<file path="config.mk">
export PLATFORM = sky130hd
export DESIGN_NAME = rgb_window_masker
export DESIGN_NICKNAME = d
export VERILOG_FILES = /design/src/rtl/rgbm_pkg.sv /design/src/rtl/rgbm_collect.sv /design/src/rtl/rgbm_scan.sv /design/src/rtl/rgb_window_masker.sv
export SDC_FILE = /design/constraint.sdc
export NUM_CORES = 1
export LEC_CHECK = 0
export BUFFER_PORTS_ARGS = -buffer_cell sky130_fd_sc_hd__buf_2
export CAP_MARGIN = 20
export CORE_ASPECT_RATIO = 1.75
export CORE_UTILIZATION = 29
export DETAILED_ROUTE_END_ITERATION = 8
export PLACE_DENSITY = 0.48
export RECOVER_POWER = 50
export SYNTH_ARGS = -nofsm -noshare
export SYNTH_HDL_FRONTEND = slang
export SYNTH_SLANG_ARGS = --single-unit
</file>
<file path="constraint.sdc">
create_clock -name clk -period 3.1 [get_ports clk]
set_input_delay 0.775 -clock clk [delete_from_list [all_inputs] [get_ports clk]]
set_output_delay 0.775 -clock clk [all_outputs]
set_load 0.02 [all_outputs]
</file>
<file path="src/rtl/rgbm_pkg.sv">
package rgbm_pkg;
  typedef enum logic [1:0] {PH_R, PH_G, PH_B} phase_e;

  // Sum of three channels, computed in a width wide enough for any channel size used here.
  function automatic logic [15:0] chan_sum(input logic [15:0] a, input logic [15:0] b,
                                           input logic [15:0] c);
    return a + b + c;
  endfunction

  // Inclusive window test.
  function automatic logic in_window(input logic [15:0] v, input logic [15:0] lo,
                                     input logic [15:0] hi);
    return (v >= lo) && (v <= hi);
  endfunction
endpackage

</file>
<file path="src/rtl/rgbm_collect.sv">
module rgbm_collect #(
  parameter int CH_W      = 10,
  parameter bit SERIAL_IN = 1'b0
) (
  input  logic            clk,
  input  logic            rst_n,
  input  logic            px_valid,
  input  logic            px_sop,
  input  logic [CH_W-1:0] px_r,
  input  logic [CH_W-1:0] px_g,
  input  logic [CH_W-1:0] px_b,
  output logic            pix_v,
  output logic [CH_W-1:0] pix_r,
  output logic [CH_W-1:0] pix_g,
  output logic [CH_W-1:0] pix_b
);
  import rgbm_pkg::*;

  generate
    if (SERIAL_IN) begin : g_serial
      phase_e          phase;
      logic [CH_W-1:0] r_hold, g_hold;
      logic            unused_ser;
      assign unused_ser = ^{px_g, px_b};

      always_ff @(posedge clk) begin
        if (!rst_n) begin
          phase  <= PH_R;
          pix_v  <= 1'b0;
          r_hold <= '0;
          g_hold <= '0;
          pix_r  <= '0;
          pix_g  <= '0;
          pix_b  <= '0;
        end else begin
          pix_v <= 1'b0;
          if (px_valid) begin
            if (px_sop || phase == PH_R) begin
              r_hold <= px_r;
              phase  <= PH_G;
            end else if (phase == PH_G) begin
              g_hold <= px_r;
              phase  <= PH_B;
            end else begin
              pix_r <= r_hold;
              pix_g <= g_hold;
              pix_b <= px_r;
              pix_v <= 1'b1;
              phase <= PH_R;
            end
          end
        end
      end

      // A pixel completes only on an accepted beat that carries no start flag.
      AST_SER_THIRD_BEAT: assert property (@(posedge clk) disable iff (!rst_n)
        pix_v |-> ($past(px_valid) && !$past(px_sop)));
    end else begin : g_parallel
      logic unused_par;
      assign unused_par = px_sop;

      always_ff @(posedge clk) begin
        if (!rst_n) begin
          pix_v <= 1'b0;
          pix_r <= '0;
          pix_g <= '0;
          pix_b <= '0;
        end else begin
          pix_v <= px_valid;
          if (px_valid) begin
            pix_r <= px_r;
            pix_g <= px_g;
            pix_b <= px_b;
          end
        end
      end

      AST_PAR_ONE_BEAT: assert property (@(posedge clk) disable iff (!rst_n)
        pix_v |-> $past(px_valid));
    end
  endgenerate
endmodule

</file>
<file path="src/rtl/rgbm_scan.sv">
module rgbm_scan #(
  parameter int DIM_W = 8
) (
  input  logic             clk,
  input  logic             rst_n,
  input  logic             restart,
  input  logic             step,
  input  logic [DIM_W-1:0] rows,
  input  logic [DIM_W-1:0] cols,
  output logic [DIM_W-1:0] cur_row,
  output logic [DIM_W-1:0] cur_col,
  output logic             cur_last
);
  logic last_row, last_col;
  assign last_row = (cur_row == rows - DIM_W'(1));
  assign last_col = (cur_col == cols - DIM_W'(1));
  assign cur_last = last_row && last_col;

  always_ff @(posedge clk) begin
    if (!rst_n || restart) begin
      cur_row <= '0;
      cur_col <= '0;
    end else if (step) begin
      if (last_row) begin
        cur_row <= '0;
        cur_col <= last_col ? '0 : cur_col + DIM_W'(1);
      end else begin
        cur_row <= cur_row + DIM_W'(1);
      end
    end
  end

  AST_ROW_IN_RANGE: assert property (@(posedge clk) disable iff (!rst_n)
    (rows != '0) |-> (cur_row < rows));
  AST_ROW_STEP: assert property (@(posedge clk) disable iff (!rst_n)
    (step && !restart && !last_row) |=> ((cur_row == $past(cur_row) + DIM_W'(1)) && $stable(cur_col)));
  AST_COL_STEP: assert property (@(posedge clk) disable iff (!rst_n)
    (step && !restart && last_row && !last_col) |=> ((cur_row == '0) && (cur_col == $past(cur_col) + DIM_W'(1))));
endmodule

</file>
<file path="src/rtl/rgb_window_masker.sv">
module rgb_window_masker #(
  parameter int CH_W      = 10,
  parameter int DIM_W     = 8,
  parameter bit SERIAL_IN = 1'b0,
  parameter int DEF_LO    = 2,
  parameter int DEF_HI    = 1022,
  parameter int DEF_ROWS  = 4,
  parameter int DEF_COLS  = 3,
  localparam int SUM_W    = CH_W + 2
) (
  input  logic             clk,
  input  logic             rst_n,
  input  logic             cfg_we,
  input  logic [SUM_W-1:0] cfg_lo,
  input  logic [SUM_W-1:0] cfg_hi,
  input  logic [DIM_W-1:0] cfg_rows,
  input  logic [DIM_W-1:0] cfg_cols,
  input  logic             px_valid,
  input  logic             px_sop,
  input  logic [CH_W-1:0]  px_r,
  input  logic [CH_W-1:0]  px_g,
  input  logic [CH_W-1:0]  px_b,
  output logic             out_valid,
  output logic             out_mask,
  output logic [DIM_W-1:0] out_row,
  output logic [DIM_W-1:0] out_col,
  output logic             out_eof
);
  import rgbm_pkg::*;

  logic [SUM_W-1:0] thr_lo, thr_hi;
  logic [DIM_W-1:0] rows, cols;

  always_ff @(posedge clk) begin
    if (!rst_n) begin
      thr_lo <= SUM_W'(DEF_LO);
      thr_hi <= SUM_W'(DEF_HI);
      rows   <= DIM_W'(DEF_ROWS);
      cols   <= DIM_W'(DEF_COLS);
    end else if (cfg_we) begin
      thr_lo <= cfg_lo;
      thr_hi <= cfg_hi;
      rows   <= cfg_rows;
      cols   <= cfg_cols;
    end
  end

  // Named internal events: completed pixel and its scan position.
  logic            pix_v;
  logic [CH_W-1:0] pix_r, pix_g, pix_b;
  logic [DIM_W-1:0] cur_row, cur_col;
  logic            cur_last;

  rgbm_collect #(.CH_W(CH_W), .SERIAL_IN(SERIAL_IN)) u_collect (
    .clk(clk), .rst_n(rst_n), .px_valid(px_valid), .px_sop(px_sop),
    .px_r(px_r), .px_g(px_g), .px_b(px_b),
    .pix_v(pix_v), .pix_r(pix_r), .pix_g(pix_g), .pix_b(pix_b)
  );

  rgbm_scan #(.DIM_W(DIM_W)) u_scan (
    .clk(clk), .rst_n(rst_n), .restart(cfg_we), .step(pix_v),
    .rows(rows), .cols(cols),
    .cur_row(cur_row), .cur_col(cur_col), .cur_last(cur_last)
  );

  // Stage 1: channel sum, position travelling alongside.
  logic             s1_v, s1_eof;
  logic [SUM_W-1:0] s1_sum;
  logic [DIM_W-1:0] s1_row, s1_col;

  always_ff @(posedge clk) begin
    if (!rst_n) begin
      s1_v   <= 1'b0;
      s1_sum <= '0;
      s1_row <= '0;
      s1_col <= '0;
      s1_eof <= 1'b0;
    end else begin
      s1_v   <= pix_v;
      s1_sum <= SUM_W'(chan_sum(16'(pix_r), 16'(pix_g), 16'(pix_b)));
      s1_row <= cur_row;
      s1_col <= cur_col;
      s1_eof <= pix_v && cur_last;
    end
  end

  // Stage 2: window compare, every output field registered on one edge.
  always_ff @(posedge clk) begin
    if (!rst_n) begin
      out_valid <= 1'b0;
      out_mask  <= 1'b0;
      out_row   <= '0;
      out_col   <= '0;
      out_eof   <= 1'b0;
    end else begin
      out_valid <= s1_v;
      out_mask  <= s1_v && in_window(16'(s1_sum), 16'(thr_lo), 16'(thr_hi));
      out_row   <= s1_row;
      out_col   <= s1_col;
      out_eof   <= s1_v && s1_eof;
    end
  end

  AST_FILL_LATENCY: assert property (@(posedge clk) disable iff (!rst_n)
    out_valid |-> $past(pix_v, 2));
  AST_MASK_NEEDS_WINDOW: assert property (@(posedge clk) disable iff (!rst_n)
    (out_valid && out_mask) |-> ($past(thr_lo) <= $past(thr_hi)));
  AST_EOF_WITH_VALID: assert property (@(posedge clk) disable iff (!rst_n)
    out_eof |-> out_valid);
  AST_RESET_QUIET: assert property (@(posedge clk) disable iff (!rst_n)
    $past(!rst_n) |-> (!out_valid && !s1_v));
endmodule

</file>
==> metrics <==
outcome=complete, but fails checks; violated checks=DRC, capacitance limit, slew limit; Top FF cell, synth=dfxtp_1; power share of the sequential group=a little over 40%; Routed WL=between 10 and 15 mm; H-Tree Level Count=4; Worst Path Arrival=3.32 ns; total negative slack=0 ns; P_sw=~0.0011 W; initial antenna violation count=0; worst-path cell chain=inv_1 > ha_4 > or3b_4 > o31a_1 > or4_1 > a311o_2 > and2_4 > a31o_1 > a22o_1; f_max=~0.33 GHz; fin area=7440 um2; top cell type's share of synthesized area=about 45%; NumNets Final=about 830; hold_ws=0.431 ns; Initial Utilization=29.8%; Synth Net Count=746; fin crit period=between 2 and 3 ns; Worst path max stage delay=roughly 0.54 ns; DR iter-0 viols=approximately 100; Yosys cell types=49; WL per Instance=about 14 um; Int Pwr=between 0.003 and 0.004 W; Max clock buf depth=2; vias in the first global route=about 4.8k; Lkg Pwr=about 3.5 nW; switching share of total power=between 20% and 30%; Crit Path Class=register to register; slowest stage cell, crit path=or4_1; Yosys warning count=0; Async S/R FF share, synth=0%; Num CTS Buffers=17; Crit Path Max Fanout=7; clk_lat worst skew=approximately 0.43 ns; final setup vio count=0; TritonCTS clock tree=done; Post-Syn Area per Cell=around 9.8 um2; RSZ-0062 raised after global routing=false; I/O pins=94; placed cell area=about 6800 um2; Rows=about 70; Max Clock Skew=0.00526 ns; PD cells=between 600 and 700 nW/um2; clk sink count=~140; Max VDD drop=334 uV; Placer Congestion=0.792; total of max-cap violations=2; Clock transition at path regs=around 0.06 ns; pin count of the biggest net entering global routing=52; die height=194 um; core area=20500 um2; Post-Synthesis Cells=623; Via density=4.66; DR vias=around 4.5k; share of the core filled with cells=36.4%; share of cells above drive strength 1=~18%; gr usage total=between 10% and 20%; clock root cell=clkbuf_16; first-pass GRT wire length=22.8 mm; DRC=8; ant diodes=0; GRT overflow=0; sequential fraction of the synthesis area=between 40% and 50%; top-count cell post-synth=dfxtp_1; Startpoint Class=register; final hold violations=0; HP Class=register to register; Die Area=21600 um2; Post-Synthesis Cell Area=6100 um2; worst setup margin=around 0.1 ns; Comb pwr share=around a tenth; Syn-to-layout area delta=22.0%; Post-Place Setup Slack=0.0539 ns; worst slew pin tran=2.14 ns; worst endpoint required time=around 3.4 ns; EDFF count, synth=0; CP Capture Type=register; clock share of power=48.5%; period utilization=96.7%; cell family with most CP delay=compound AO/OA/AOI/OAI gates; flops & latches, synth=between 100 and 150; router iterations before antenna repair=8; Die Width=roughly 110 um; area leader, netlist=dfxtp_1; Commonest cells post-synth=dfxtp_1 (136), nor2_1 (87), mux2i_1 (59); Slew headroom=-42.8%; PortBufs=between 90 and 100; Final ANT Viol Nets=0; Slew Viols, Final=84; top cells by area, synth=dfxtp_1 (45%), mux2i_1 (9.7%), ha_1 (7.6%), nor2_1 (5.4%), and2_1 (3.7%); post-DP HPWL=approximately 10 mm; Worst Path Buf+Inv=1
## flip-flops by register name (all words and copies together) (netlist names)
name / flops
thr_hi: 12
u_collect.pix_g: 10
u_scan.cur_col: 8
out_mask: 1
u_scan.cur_row: 8
s1_sum: 12
out_row: 8
out_valid: 1
out_eof: 1
s1_eof: 1
out_col: 8
thr_lo: 12
rows: 8
s1_row: 8
s1_v: 1
cols: 8
s1_col: 8
u_collect.pix_b: 10
u_collect.pix_r: 10
u_collect.pix_v: 1
## power groups by stage
stage	Combinational, W	Clock [W]	Sequential (W)
3_5_place_dp	0.000484	0	0.00192
2_1_floorplan	0.000349	0	0.00190
6_report	0.000481	0.00223	0.00188
4_1_cts	0.000488	0.00229	0.00188
3_3_place_gp	0.000471	0	0.00192
5_1_grt	0.000556	0.00236	0.00189
## through the flow
stage / cells / total power, W
2_1_floorplan: 623 / 0.00225
3_3_place_gp: 939 / 0.00239
3_5_place_dp: 939 / 0.00241
4_1_cts: 970 / 0.00466
5_1_grt: 971 / 0.00481
6_report: 971 / 0.00459
## worst reg2reg max path, stage by stage (launching register included)
cell and delay (ns):
dfxtp_2 0.34, inv_1 0.09, ha_4 0.16, or3b_4 0.40, o31a_1 0.28, or4_1 0.54
a311o_2 0.47, and2_4 0.21, a31o_1 0.19, a22o_1 0.22
## area by class of cell
class	count	area (um2)
inverter	39	146
sequential	136	2720
multi-input combinational	418	3130
clock buffer	19	443
tap	248	310
timing repair buffer	99	492
clock inverter	12	200
fill	2114	13000
## kinds of logic (layout without fill, tap and decap cells)
family,count (synthesis),after routing,share of synthesized area [%]
AND/OR/NAND/NOR,203,203,16.5
buffers and inverters,69,169,4.37
AO/OA/AOI/OAI,77,77,9.13
XOR/XNOR,30,30,4.31
flip-flops,136,136,44.6
multiplexers,60,60,9.87
adder cells (fa/ha/maj),48,48,11.2
## routing by layer
metal  part of all wire, %  routed length (um)  GRT usage (%)
met1                    38                5190           12.9
met3                   5.2                 699           4.53
met5                     0                   0              0
met2                    54                7310           25.4
met4                   2.3                 310           5.96
## placed cells by master, fill, tap and decap left out, types with 4 or more instances in the layout
| cell | instances |
|---|---|
| fa_1 | 11 |
| dfxtp_1 | 135 |
| nand4_1 | 10 |
| xnor2_1 | 14 |
| ha_1 | 36 |
| o21ai_0 | 10 |
| a21oi_1 | 9 |
| inv_1 | 39 |
| a31o_1 | 6 |
| and3_1 | 4 |
| a211oi_1 | 4 |
| buf_4 | 4 |
| a22o_1 | 6 |
| nor4_1 | 4 |
| and2_0 | 22 |
| nor2_1 | 87 |
| o21a_1 | 5 |
| nor3_1 | 8 |
| o211ai_1 | 14 |
| nand2_1 | 26 |
| and2_1 | 14 |
| bufinv_16 | 5 |
| nand3_1 | 5 |
| xor2_1 | 16 |
| buf_2 | 83 |
| nor2b_1 | 7 |
| a21o_1 | 10 |
| mux2i_1 | 59 |
| clkbuf_1 | 12 |
| clkbuf_16 | 17 |
## what timing repair did
| action | in CTS | in global routing |
|---|---|---|
| hold buffers | 0 | 0 |
| setup endpoints to repair | 0 | 8 |
| setup buffers | 0 | 1 |
| gates resized for setup | 0 | 5 |
## final timing paths
check,slack (ns),startpoint,to,cells after the start
setup / recovery,0.10,rows[1],u_scan.cur_col[2],9
hold / removal,0.43,s1_row[0],out_row[0],1
hold reg to reg,0.43,s1_row[0],out_row[0],1
setup reg to reg,0.10,rows[1],u_scan.cur_col[2],9
No activity file was read; power rests on OpenSTA's default activity.
